<file path="config.mk">
export PLATFORM = sky130hd
export DESIGN_NAME = stream_mode_tracker
export DESIGN_NICKNAME = d
export VERILOG_FILES = /design/src/rtl/stream_trk_pkg.sv /design/src/rtl/stream_pos_ctr.sv /design/src/rtl/stream_mode_fsm.sv /design/src/rtl/stream_mode_tracker.sv
export SDC_FILE = /design/constraint.sdc
export NUM_CORES = 1
export LEC_CHECK = 0
export BUFFER_PORTS_ARGS = -buffer_cell sky130_fd_sc_hd__clkbuf_2
export CORE_MARGIN = 4
export CORE_UTILIZATION = 51
export DETAILED_ROUTE_END_ITERATION = 8
export HOLD_SLACK_MARGIN = 0.08
export PLACE_DENSITY = 0.77
export SYNTH_ARGS = -nofsm -noshare
export SYNTH_HDL_FRONTEND = slang
export SYNTH_HIERARCHICAL = 1
export SYNTH_SLANG_ARGS = --single-unit
export TNS_END_PERCENT = 50
</file>
<file path="constraint.sdc">
create_clock -name clk -period 1.7 [get_ports clk]
set_input_delay 0.17 -clock clk [delete_from_list [all_inputs] [get_ports clk]]
set_output_delay 0.17 -clock clk [all_outputs]
set_load 0.02 [all_outputs]
</file>
<file path="src/rtl/stream_trk_pkg.sv">
package stream_trk_pkg;

    // State encoding doubles as the mode code; 2'b00 is the power-up value.
    typedef enum logic [1:0] {
        ST_PWRUP = 2'b00,
        ST_RESET = 2'b01,
        ST_IDLE  = 2'b10,
        ST_BUSY  = 2'b11
    } trk_state_e;

    localparam logic [1:0] MODE_RESET = 2'b01;
    localparam logic [1:0] MODE_IDLE  = 2'b10;
    localparam logic [1:0] MODE_BUSY  = 2'b11;

endpackage

</file>
<file path="src/rtl/stream_pos_ctr.sv">
module stream_pos_ctr #(
    parameter int COL_W = 8,
    parameter int ROW_W = 8
) (
    input  logic             clk,
    input  logic             rst,
    input  logic             adv,
    output logic [COL_W-1:0] col_o,
    output logic [ROW_W-1:0] row_o,
    output logic [ROW_W-1:0] cur_row_o,
    output logic             at_last_o
);

    localparam logic [COL_W-1:0] COL_LAST = '1;
    localparam logic [ROW_W-1:0] ROW_LAST = '1;

    typedef struct packed {
        logic [COL_W-1:0] col;
        logic [ROW_W-1:0] row;
        logic [ROW_W-1:0] cur;
    } pos_t;

    pos_t pos_d, pos_q;

    always_comb begin
        pos_d = pos_q;
        if (rst) begin
            pos_d = '0;
        end else if (adv) begin
            pos_d.cur = pos_q.row;
            if (pos_q.col == COL_LAST) begin
                pos_d.col = '0;
                pos_d.row = pos_q.row + 1'b1;
            end else begin
                pos_d.col = pos_q.col + 1'b1;
            end
        end
    end

    always_ff @(posedge clk) begin
        pos_q <= pos_d;
    end

    assign col_o     = pos_q.col;
    assign row_o     = pos_q.row;
    assign cur_row_o = pos_q.cur;
    assign at_last_o = (pos_q.col == COL_LAST) && (pos_q.row == ROW_LAST);

    // column steps by one inside a row
    a_r4_col_step: assert property (@(posedge clk) disable iff (rst)
        adv && (pos_q.col != COL_LAST) |=> pos_q.col == COL_W'($past(pos_q.col) + 1'b1));

    // end of row wraps the column and advances the row
    a_r4_row_wrap: assert property (@(posedge clk) disable iff (rst)
        adv && (pos_q.col == COL_LAST) |=> (pos_q.col == '0) && (pos_q.row == ROW_W'($past(pos_q.row) + 1'b1)));

    // last-row output follows the row the pixel landed in
    a_r5_cur_row: assert property (@(posedge clk) disable iff (rst)
        adv |=> pos_q.cur == $past(pos_q.row));

    // nothing moves without an accepted pixel
    a_r9_hold: assert property (@(posedge clk) disable iff (rst)
        !adv |=> $stable(pos_q.col) && $stable(pos_q.row) && $stable(pos_q.cur));

endmodule

</file>
<file path="src/rtl/stream_mode_fsm.sv">
module stream_mode_fsm
    import stream_trk_pkg::*;
(
    input  logic       clk,
    input  logic       rst,
    input  logic       pix_valid,
    input  logic       done,
    input  logic       at_last,
    output logic       accept_o,
    output logic [1:0] mode_o
);

    typedef struct packed {
        trk_state_e st;
        logic       full;
    } ctl_t;

    ctl_t ctl_d, ctl_q;

    assign accept_o = pix_valid && !rst && !ctl_q.full &&
                      ((ctl_q.st == ST_IDLE) || (ctl_q.st == ST_BUSY));

    always_comb begin
        ctl_d = ctl_q;
        if (rst) begin
            ctl_d.st   = ST_RESET;
            ctl_d.full = 1'b0;
        end else begin
            if (accept_o && at_last) begin
                ctl_d.full = 1'b1;
            end
            unique case (ctl_q.st)
                ST_PWRUP, ST_RESET: ctl_d.st = ST_IDLE;
                ST_IDLE: begin
                    if (accept_o) ctl_d.st = ST_BUSY;
                end
                ST_BUSY: begin
                    if (ctl_q.full && done) begin
                        ctl_d.st   = ST_IDLE;
                        ctl_d.full = 1'b0;
                    end
                end
                default: ctl_d.st = ST_IDLE;
            endcase
        end
    end

    always_ff @(posedge clk) begin
        ctl_q <= ctl_d;
    end

    assign mode_o = (ctl_q.st == ST_PWRUP) ? MODE_IDLE : ctl_q.st;

    // mode port never shows the unused code
    a_r1_legal_mode: assert property (@(posedge clk) disable iff (rst)
        mode_o != 2'b00);

    // first pixel while idle starts the image
    a_r6_busy_start: assert property (@(posedge clk) disable iff (rst)
        (ctl_q.st == ST_IDLE) && accept_o |=> mode_o == MODE_BUSY);

    // completed image plus done returns to idle
    a_r7_release: assert property (@(posedge clk) disable iff (rst)
        ctl_q.full && done |=> mode_o == MODE_IDLE);

    // busy persists without a completing done pulse
    a_r8_hold_busy: assert property (@(posedge clk) disable iff (rst)
        (mode_o == MODE_BUSY) && !(ctl_q.full && done) |=> mode_o == MODE_BUSY);

endmodule

</file>
<file path="src/rtl/stream_mode_tracker.sv">
module stream_mode_tracker #(
    parameter int COL_W = 8,
    parameter int ROW_W = 8
) (
    input  logic             clk,
    input  logic             rst,
    input  logic             pix_valid,
    input  logic             result_done,
    output logic [1:0]       mode,
    output logic [ROW_W-1:0] cur_row,
    output logic [COL_W-1:0] col_cnt,
    output logic [ROW_W-1:0] row_cnt
);

    logic accept;
    logic at_last;

    stream_mode_fsm u_fsm (
        .clk       (clk),
        .rst       (rst),
        .pix_valid (pix_valid),
        .done      (result_done),
        .at_last   (at_last),
        .accept_o  (accept),
        .mode_o    (mode)
    );

    stream_pos_ctr #(
        .COL_W (COL_W),
        .ROW_W (ROW_W)
    ) u_pos (
        .clk       (clk),
        .rst       (rst),
        .adv       (accept),
        .col_o     (col_cnt),
        .row_o     (row_cnt),
        .cur_row_o (cur_row),
        .at_last_o (at_last)
    );

endmodule

</file>
==> results of run 1 <==
-- cells by family after synthesis --
group                    after synthesis
AND/OR/NAND/NOR                       55
multiplexers                          12
AO/OA/AOI/OAI                         22
flip-flops                            27
XOR/XNOR                               3
adder cells (fa/ha/maj)                2
buffers and inverters                 10
-- state kept, by name (all words and copies together), names as in the netlist --
| signal | flops |
|---|---|
| u_pos/row_o | 8 |
| u_pos/col_o | 8 |
| u_fsm/ctl_q | 3 |
| u_pos/cur_row_o | 8 |
-- worst register-to-register path, stage by stage, from the launching register on --
cell	delay, ps
dfxtp_1	360
and4bb_2	350
buf_4	170
nand3_1	110
or4_1	410
a31oi_1	170
-- worst max-delay path by stage --
stage	start	end	slack [ps]	cells past startpoint
finish	u_fsm/ctl_q[0]	u_pos/col_o[7]	70	5
global route	u_fsm/ctl_q[0]	u_pos/row_o[0]	10	5
CTS	u_fsm/ctl_q[0]	u_pos/row_o[7]	70	4
detailed placement	u_fsm/ctl_q[0]	u_pos/row_o[7]	80	4
global placement	u_fsm/ctl_q[0]	u_pos/row_o[5]	140	4
floorplan	u_pos/col_o[0]	u_pos/row_o[5]	70	4
-- layer usage --
metal  part of all wire (%)  global-route usage, %
met5                      0                      0
met4                   0.65                   4.30
met3                    4.9                   3.22
met2                     49                   29.2
met1                     46                   20.4
-- cell type report --
class                      count  area (um2)
tap                           28        35.0
inverter                       3        11.3
timing repair buffer          40         228
clock buffer                   3        22.5
fill                         185         747
clock inverter                 1        7.51
multi-input combinational     94         642
sequential                    27         541
-- synth_stat cells --
library cell	instances
clkbuf_1	4
a21bo_2	1
nand4_4	2
a31oi_1	2
a21oi_1	8
dfxtp_1	27
mux2_1	3
o211ai_1	1
nor4_1	4
nor2_1	16
mux2i_1	9
o21ai_0	5
a32o_1	1
buf_2	3
o21bai_1	1
nor2b_1	4
nand3_1	9
nand2_1	6
xor2_1	3
o31ai_1	3
inv_1	3
and4bb_1	1
ha_1	2
nand4_1	2
or4_1	4
or3_1	4
nand2b_1	3
-- power breakdown --
part           internal [uW]  switching (uW)
Clock                   89.8             190
Combinational           26.5            39.0
Sequential               640            7.19
Total                    756             236
-- through the flow --
stage          power, uW  area [um2]  setup WS [ps]
2_1_floorplan        703        1210           68.4
6_report             992        1490           69.4
3_3_place_gp         724        1440            142
4_1_cts             1000        1470           65.5
3_5_place_dp         727        1440           78.2
5_1_grt             1040        1490           11.6
==> metrics.md, run 1 <==
| Metric | Value |
|---|---|
| Outcome | completed |
| Worst flop-to-flop path startpoint | u_fsm/ctl_q[0] |
| Final Non-Filler Cells | 196 |
| Pwr Density | 667 nW/um2 |
| Post-layout min period | 1630 ps |
| Hold WC Path Type | input port to flop |
| # IOs | 30 |
| Worst Skew | 2.35 ps |
| Initial DRC count | 18 |
| Total Nets Final | 175 |
| GRT Overall Usage | 16.6% |
| CTS tree | yes |
| Clock slew at reported path FFs | 150 ps |
| FF-to-FF setup slack | 70 ps |
| H-tree depth | 1 |
| TritonCTS Buffers | 3 |
| Final hold vios | 0 |
| Synthesis Warnings | 6 |
| Antenna diode count | 0 |
| Root cell of the clock tree | clkbuf_4 |
| Commonest non-fill, non-tap cells in the layout | 29 x clkbuf_2, 27 x dfxtp_1, 16 x nor2_1 |
| Fin. max-slew vios | 0 |
| Seq cells post-synth | 27 |
| Hpwl dp | 1910 um |
| CP bufs+invs | 1 |
| Starting Density | 54.2% |
| Worst R2R End | u_pos/col_o[7] |
| Drt total wl | 2630 um |
| Via count | 1097 |
| Min Hold Slack | 114 ps |
| Die area | 3220 um2 |
| Clock buffer depth | 2 |
| Antenna-violating nets left | 0 |
| Sequential area share after synthesis | 44.6% |
| Initial antenna violation count | 0 |
| Clk sinks | 27 |
| Adder-cell share of the synthesized area | 2.07% |
| Clock Latency Late Sink | 320 ps |
| RSZ-0062 raised after global routing | false |
| Synth Area in Simple Gates | 26.3% |
| Slowest-stage cell, CP | or4_1 |
| Crit path kind | flop to flop |
| WP data arrival | 1890 ps |
| Hold EP | u_fsm/ctl_q[1] |
| DR vias/cell | 5.60 |
| Synth top area cells | dfxtp_1 45%, mux2i_1 7.4%, nor2_1 5.0%, nand3_1 3.7%, nand4_4 3.5% |
| Post-cts resize count | 0 |
| Cell count after placement | 192 |
| Max VDD drop | 0.000470 V |
| # setup viols final | 0 |
| Worst hold stages | 3 |
| CORE AREA | 2230 um2 |
| Total setup buffers inserted after CTS | 0 |
| Pre-antenna DRT Iters | 4 |
| I/O Buffers | 29 |
| Max-cap violations | 0 |
| XOR/XNOR Fraction of Synth Area | 2.17% |
| Worst setup SP type | flop |
| Post-synth top area share | 44.6% |
| Slew @ Worst Pin | 277 ps |
| Wire length per cell | 13.4 um |
| Row cnt | 17 |
| Vias in the first global route | 1013 |
| Synth area leader | dfxtp_1 |
| Area added between synthesis and finish | 22.7% |
| Mapped Nets | 137 |
| Netlist cell types | 27 |
| Largest net degree at the start of global routing | 29 |
| Cells on worst reg2reg path | 5 |
| Setup TNS | 0 ps |
| Routability Congestion | 0.763 |
| Leakage | 0.000616 uW |
| Gr ovfl total | 0 |
| Syn Area/Cell | 9.25 um2 |
| Final Core Density | 66.6% |
| Share of cells above drive strength 1 | 29.8% |
| Worst-path fanout max | 7 |
| Cell Chain, Critical Path | and4bb_2, buf_4, nand3_1, or4_1, a31oi_1 |
| CP required | 1960 ps |
| Gate Count Post-Synth | 131 |
| CP delay by family, top | simple AND/OR/NAND/NOR gates |
| Hold Crit Start | pix_valid |
| First-pass GRT wire length | 4370 um |
| Slew margin rel. | 81.4% |
| Post-synthesis compound-gate area fraction | 11.2% |
| Most common cell after layout, fill and taps aside | clkbuf_2 |
| Fmax | 0.613 GHz |
| Cts hold-fix bufs | 0 |
| Number of remaining DRC errors | 0 |
| Final cycle utilization of the critical path | 95.9% |
| Multiplexer area fraction after synthesis | 10.2% |
| Crit path largest cell delay | 410 ps |
| Post-Syn Area | 1210 um2 |
| Crit. End Element | flop |
| Largest family of logic cells by synthesized area | simple AND/OR/NAND/NOR gates |
| Die Ht | 56.7 um |
| Chip width | 56.7 um |
No activity file was read; power rests on OpenSTA's default activity.
==> inputs of run 2 (changes only) <==
==> constraint.sdc (replaced) <==
create_clock -name clk -period 1.6 [get_ports clk]
set_input_delay 0.16 -clock clk [delete_from_list [all_inputs] [get_ports clk]]
set_output_delay 0.16 -clock clk [all_outputs]
set_load 0.02 [all_outputs]
==> run 2 against run 1 <==
  * Clock skew up 9.7 ps
  * Critical path depth down 1
  * Count of clock-buffer cells in the layout unchanged
  * Cell area up 6.1%
  * Clock power up 7.9%
  * Non-clock buffer count up 5
  * Cell count up 3.1%
  * Combinational power up 16%
  * Via count up 6.1%
  * Global-route usage up 0.25 points
  * Critical endpoint is now u_pos/row_o[3]
  * Largest power group unchanged
==> metrics.md, run 2 (synthesis results as in run 1) <==
| Metric | Value |
|---|---|
| Die Ht | 56.7 um (unchanged) |
| Vias in the first global route | 1061 (was 1013) |
| Setup TNS | 0 ps (unchanged) |
| Starting Density | 54.2% (unchanged) |
| First-pass GRT wire length | 4420 um (was 4370 um) |
| Cell Chain, Critical Path | and4bb_4, nand4_4, or4_1, a21oi_2 (was and4bb_2, buf_4, nand3_1, or4_1, a31oi_1) |
| Slew margin rel. | 79.9% (was 81.4%) |
| DR vias/cell | 5.76 (was 5.60) |
| Antenna diode count | 0 (unchanged) |
| Die area | 3220 um2 (unchanged) |
| Final cycle utilization of the critical path | 99.8% (was 95.9%) |
| Crit. End Element | flop (unchanged) |
| Cell count after placement | 194 (was 192) |
| Initial antenna violation count | 0 (unchanged) |
| Chip width | 56.7 um (unchanged) |
| Final Core Density | 70.6% (was 66.6%) |
| Sequential Power Share | 64.6% (was 65.2%) |
| Share of cells above drive strength 1 | 37.4% (was 29.8%) |
| Comb pwr share | 7.2% (was 6.6%) |
| Clock buffer depth | 2 (unchanged) |
| Post-layout min period | 1600 ps (was 1630 ps) |
| Row cnt | 17 (unchanged) |
| Final hold vios | 0 (unchanged) |
| Clk pwr share | 28.3% (was 28.2%) |
| # setup viols final | 0 (unchanged) |
| Final Power | 1060 uW (was 992 uW) |
| H-tree depth | 1 (unchanged) |
| CORE AREA | 2230 um2 (unchanged) |
| Commonest non-fill, non-tap cells in the layout | 29 x clkbuf_2, 24 x dfxtp_1, 16 x nor2_1 (was 29 x clkbuf_2, 27 x dfxtp_1, 16 x nor2_1) |
| Net switching power | 257 uW (was 236 uW) |
| Fmax | 0.626 GHz (was 0.613 GHz) |
| I/O Buffers | 29 (unchanged) |
| Slowest-stage cell, CP | or4_1 (unchanged) |
| P_int | 808 uW (was 756 uW) |
| CP required | 1880 ps (was 1960 ps) |
| Clock slew at reported path FFs | 150 ps (about the same) |
| Drt total wl | 2800 um (was 2630 um) |
| Sw Share | 24.1% (was 23.8%) |
| Antenna-violating nets left | 0 (unchanged) |
| Hold WC Path Type | input port to flop (unchanged) |
| Min Hold Slack | 108 ps (was 114 ps) |
| Via count | 1164 (was 1097) |
| Worst-path fanout max | 6 (was 7) |
| Number of remaining DRC errors | 0 (unchanged) |
| Slew @ Worst Pin | 299 ps (was 277 ps) |
| Root cell of the clock tree | clkbuf_4 (unchanged) |
| CTS tree | yes (unchanged) |
| Max VDD drop | 0.000632 V (was 0.000470 V) |
| Gr ovfl total | 0 (unchanged) |
| Worst Skew | 12.1 ps (was 2.35 ps) |
| Most common cell after layout, fill and taps aside | clkbuf_2 (unchanged) |
| Pre-antenna DRT Iters | 4 (unchanged) |
| Clock Latency Late Sink | 330 ps (was 320 ps) |
| GRT Overall Usage | 16.8% (was 16.6%) |
| Outcome | completed (unchanged) |
| Routability Congestion | 0.769 (was 0.763) |
| Crit path largest cell delay | 540 ps (was 410 ps) |
| CP delay by family, top | simple AND/OR/NAND/NOR gates (unchanged) |
| Worst setup SP type | flop (unchanged) |
| Fin. max-slew vios | 0 (unchanged) |
| Clk sinks | 27 (unchanged) |
| Hpwl dp | 1940 um (was 1910 um) |
| CP bufs+invs | 0 (was 1) |
| WP data arrival | 1870 ps (was 1890 ps) |
| Total Nets Final | 181 (was 175) |
| Max-cap violations | 0 (unchanged) |
| Cts hold-fix bufs | 0 (unchanged) |
| Leakage | 0.000654 uW (was 0.000616 uW) |
| # IOs | 30 (unchanged) |
| TritonCTS Buffers | 3 (unchanged) |
| Final Non-Filler Cells | 202 (was 196) |
| Largest net degree at the start of global routing | 29 (unchanged) |
| Area added between synthesis and finish | 30.2% (was 22.7%) |
| Crit path kind | flop to flop (unchanged) |
| Initial DRC count | 27 (was 18) |
| Pwr Density | 675 nW/um2 (was 667 nW/um2) |
| Wire length per cell | 13.9 um (was 13.4 um) |
## run 2: what timing repair did
item                       4_1_cts  5_1_grt
cloned                           0        1
buffers inserted                 0        3
hold endpoints to repair         0        0
pin swaps                        0        2
resized for setup                2       11
setup endpoints to repair        2        9
## run 2: worst register-to-register path: stages (launching register included)
cell and delay (ps):
dfxtp_2 350, and4bb_4 370, nand4_4 150, or4_1 540, a21oi_2 160
## run 2: path summary, 6_finish.rpt
| check | from | end | cells after the start | slack (ps) |
|---|---|---|---|---|
| max | u_fsm/ctl_q[0] | u_pos/row_o[3] | 4 | 3 |
| min | pix_valid | u_fsm/ctl_q[1] | 3 | 110 |
| min reg2reg | u_pos/cur_row_o[7] | u_pos/cur_row_o[7] | 2 | 510 |
| max reg2reg | u_fsm/ctl_q[0] | u_pos/row_o[3] | 4 | 3 |
## run 2: cell type report
class | instances | area (um2)
Clock buffer | 3 | 22.5
Clock inverter | 1 | 7.51
Fill cell | 181 | 657
Inverter | 3 | 11.3
Multi-Input combinational cell | 95 | 683
Sequential cell | 27 | 544
Tap cell | 28 | 35.0
Timing Repair Buffer | 45 | 273
## run 2: routing by layer
| layer | track usage [%] | vias to the layer above | share of wire (%) |
|---|---|---|---|
| li1 | - | 565 | - |
| met2 | 30.0 | 37 | 51 |
| met1 | 19.8 | 558 | 44 |
| met4 | 6.62 | 0 | 0.82 |
| met3 | 2.76 | 4 | 4.7 |
| met5 | 0 | - | 0 |
## run 2: power by group through the flow
| stage | Combinational [uW] | Clock [uW] | Sequential, uW |
|---|---|---|---|
| 2_1_floorplan | 40.8 | 0 | 707 |
| 3_3_place_gp | 70.1 | 0 | 701 |
| 3_5_place_dp | 71.8 | 0 | 702 |
| 4_1_cts | 72.2 | 304 | 688 |
| 5_1_grt | 82.9 | 329 | 689 |
| 6_report | 76.2 | 301 | 687 |
## run 2: metrics by stage
step | area [um2] | setup WS (ps)
finish | 1580 | 2.57
global route | 1580 | -34.9
CTS | 1500 | -8.88
detailed placement | 1460 | -17.3
global placement | 1460 | 55.6
floorplan | 1210 | 68.4
==> inputs of run 3 (changes only) <==
--- a/config.mk
+++ b/config.mk
@@ -13,6 +13,5 @@
 export PLACE_DENSITY = 0.77
 export SYNTH_ARGS = -nofsm -noshare
 export SYNTH_HDL_FRONTEND = slang
-export SYNTH_HIERARCHICAL = 1
 export SYNTH_SLANG_ARGS = --single-unit
 export TNS_END_PERCENT = 50
==> constraint.sdc (replaced) <==
create_clock -name clk -period 1.5 [get_ports clk]
set_input_delay 0.225 -clock clk [delete_from_list [all_inputs] [get_ports clk]]
set_output_delay 0.225 -clock clk [all_outputs]
set_load 0.02 [all_outputs]
==> run 3 against run 2 <==
  * The run now ends with negative setup slack left
  * Area after synthesis down 2.5%
  * Via count unchanged
  * Sequential share of layout area up 0.79 points
  * Die area down 2.1%
  * Clock power up 4%
  * Fmax down 1.9%
  * Synthesized cell count up 6.1%
  * First-iteration DRC count up 19%
  * Highest routed layer unchanged
==> metrics.md, run 3 <==
| Metric | Value |
|---|---|
| Slew margin rel. | 74.8% (was 79.9%) |
| Root cell of the clock tree | clkbuf_4 (unchanged) |
| H-tree depth | 1 (unchanged) |
| Most common cell in the netlist | dfxtp_1 (unchanged) |
| Wire length per cell | 13.3 um (was 13.9 um) |
| CTS tree | yes (unchanged) |
| # IOs | 30 (unchanged) |
| Post-Syn Area | 1180 um2 (was 1210 um2) |
| Starting Density | 53.4% (was 54.2%) |
| Post-synth top area share | 45.8% (was 44.6%) |
| Clock buffer depth | 2 (unchanged) |
| Drt total wl | 2880 um (was 2800 um) |
| Fin area | 1580 um2 (about the same) |
| Fin. max-slew vios | 0 (unchanged) |
| Gate Count Post-Synth | 139 (was 131) |
| Max VDD drop | 0.000632 V (about the same) |
| I/O Buffers | 29 (unchanged) |
| Fin worst setup slack | -129 ps (was 2.57 ps) |
| CP required | 1770 ps (was 1880 ps) |
| Sequential area share after synthesis | 45.8% (was 44.6%) |
| Number of remaining DRC errors | 0 (unchanged) |
| Final cycle utilization of the critical path | 109% (was 99.8%) |
| Synth area leader | dfxtp_1 (unchanged) |
| Worst-path fanout max | 4 (was 6) |
| Final hold vios | 0 (unchanged) |
| TritonCTS Buffers | 3 (unchanged) |
| Antenna diode count | 0 (unchanged) |
| Fill cell count | 190 (was 181) |
| Area added between synthesis and finish | 33.8% (was 30.2%) |
| DR vias/cell | 5.39 (was 5.76) |
| Clock slew at reported path FFs | 140 ps (was 150 ps) |
| Hpwl dp | 2230 um (was 1940 um) |
| First-pass GRT wire length | 4860 um (was 4420 um) |
| # setup viols final | 6 (was 0) |
| DP Worst Slack | -225 ps (was -17.3 ps) |
| Worst Skew | 5.68 ps (was 12.1 ps) |
| Commonest cells post-synth | 27 x dfxtp_1, 24 x nand2_1, 15 x o21ai_0 (was 27 x dfxtp_1, 16 x nor2_1, 9 x mux2i_1, 9 x nand3_1, 8 x a21oi_1) |
| GRT Overall Usage | 18.7% (was 16.8%) |
| Largest net degree at the start of global routing | 17 (was 29) |
| Synthesis Warnings | 0 (was 6) |
| Post-layout min period | 1630 ps (was 1600 ps) |
| Slew @ Worst Pin | 377 ps (was 299 ps) |
| Post-Place Cell Area | 1520 um2 (was 1460 um2) |
| Die area | 3150 um2 (was 3220 um2) |
| Antenna-violating nets left | 0 (unchanged) |
| Post-synth top flop | dfxtp_1 (unchanged) |
| WP data arrival | 1900 ps (was 1870 ps) |
| Number of synthesized flops with an enable pin | 0 (unchanged) |
| Seq cells post-synth | 27 (unchanged) |
| Chip width | 56.1 um (was 56.7 um) |
| Vias in the first global route | 1144 (was 1061) |
| Gr ovfl total | 0 (unchanged) |
| Cts hold-fix bufs | 0 (unchanged) |
| Clk sinks | 27 (unchanged) |
| Crit path kind | flop to flop (unchanged) |
| Pre-antenna DRT Iters | 4 (unchanged) |
| Die Ht | 56.1 um (was 56.7 um) |
| Crit. End Element | flop (unchanged) |
| Asr flop ratio synth | 0% (unchanged) |
| Routability Congestion | 0.844 (was 0.769) |
| Via count | 1164 (unchanged) |
| Netlist cell types | 28 (was 27) |
| Commonest non-fill, non-tap cells in the layout | 29 x clkbuf_2, 24 x nand2_1, 23 x buf_4 (was 29 x clkbuf_2, 24 x dfxtp_1, 16 x nor2_1) |
| Initial DRC count | 32 (was 27) |
| Hold WC Path Type | input port to flop (unchanged) |
| Max-cap violations | 0 (unchanged) |
| Clock Latency Late Sink | 320 ps (was 330 ps) |
| Row cnt | 17 (unchanged) |
| Most common cell after layout, fill and taps aside | clkbuf_2 (unchanged) |
| CORE AREA | 2210 um2 (was 2230 um2) |
| Total Nets Final | 195 (was 181) |
| Share of cells above drive strength 1 | 40.4% (was 37.4%) |
| Leakage | 0.000659 uW (was 0.000654 uW) |
| Mapped Nets | 145 (was 137) |
| Syn Area/Cell | 8.50 um2 (was 9.25 um2) |
| Worst setup SP type | flop (unchanged) |
| Setup TNS | -427 ps (was 0 ps) |
| Synth top area cells | dfxtp_1 46%, nand2_1 7.6%, o21ai_0 6.4%, a21oi_1 3.8%, xor2_1 3.7% (was dfxtp_1 45%, mux2i_1 7.4%, nor2_1 5.0%, nand3_1 3.7%, nand4_4 3.5%) |
| RSZ-0062 raised after global routing | true |
| Pwr Density | 703 nW/um2 (was 675 nW/um2) |
| Failing checks | negative setup slack |
| Initial antenna violation count | 0 (unchanged) |
| Fmax | 0.614 GHz (was 0.626 GHz) |
| Outcome | complete, but fails checks (was completed) |
==> run 3: cell count changes after synthesis, moves of 4 or more <==
cell / previous run / this run
nor2_1: 16 / 9
o21ai_0: 5 / 15
nor3_1: 0 / 4
nor4_1: 4 / 0
mux2i_1: 9 / 1
nand2_1: 6 / 24
==> run 3: per-stage QoR <==
| step | power, uW | hold slack (ps) | util, % | std cells |
|---|---|---|---|---|
| global route | 1160 | 243 | 71.4 | 216 |
| CTS | 1120 | 247 | 70.8 | 216 |
| floorplan | 783 | 407 | - | 139 |
| finish | 1110 | 260 | 71.4 | 216 |
| detailed placement | 814 | 456 | 68.6 | 211 |
| global placement | 811 | 444 | 68.6 | 211 |
==> run 3: worst max-delay path: stages (launching register included) <==
cell and delay [ps]:
dfxtp_2 350, nand4bb_4 190, or4_4 570, or3_1 360
a21oi_1 110
==> run 3: report_power, final <==
part	switching, uW	internal [uW]	total [uW]	leakage [uW]
Combinational	43.3	30.2	73.5	0.000420
Sequential	5.53	720	726	0.000223
Clock	208	104	312	0.0000150
==> run 3: area by class of cell <==
class                           count  area, um2  share of cell area (%)
Timing Repair Buffer               52        318                    20.1
Multi-Input combinational cell    101        628                    39.7
Clock buffer                        4       26.3                    1.66
Sequential cell                    27        558                    35.3
Tap cell                           28       35.0                    2.22
Inverter                            4       15.0                   0.950
==> run 3: path summary, 6_finish.rpt <==
path | startpoint | to | slack, ps | cells after the start
min | result_done | u_fsm.ctl_q[0] | 260 | 3
min reg2reg | u_pos.cur_row_o[4] | u_pos.cur_row_o[4] | 470 | 2
max reg2reg | u_fsm.ctl_q[0] | u_pos.row_o[7] | -130 | 4
max | u_fsm.ctl_q[0] | u_pos.row_o[7] | -130 | 4
==> run 3: routing by layer <==
| layer | up-vias | routed length (um) | part of all wire, % | GRT usage, % |
|---|---|---|---|---|
| met3 | 4 | 128 | 4.5 | 2.78 |
| li1 | 585 | - | - | - |
| met2 | 30 | 1440 | 50 | 31.1 |
| met5 | - | 0 | 0 | 0 |
| met1 | 545 | 1270 | 44 | 23.9 |
| met4 | 0 | 34 | 1.2 | 7.80 |
==> run 3: timing repair <==
action | in CTS | in global routing
endpoints found under the setup margin | 6 | 10
pin swaps | 1 | 4
hold endpoints to repair | 0 | 0
buffers inserted | 1 | 0
cloned | 0 | 0
gates resized for setup | 5 | 8
==> run 3: cells by family after synthesis <==
| kind of cell | synth area share (%) |
|---|---|
| adders and majority gates | 2.12 |
| xor gates and xnor gates | 5.19 |
| buffers and inverters | 4.13 |
| AOI/OAI and AO/OA | 12.6 |
| and+or+nand+nor | 29.3 |
| muxes | 0.847 |
| DFF | 45.8 |
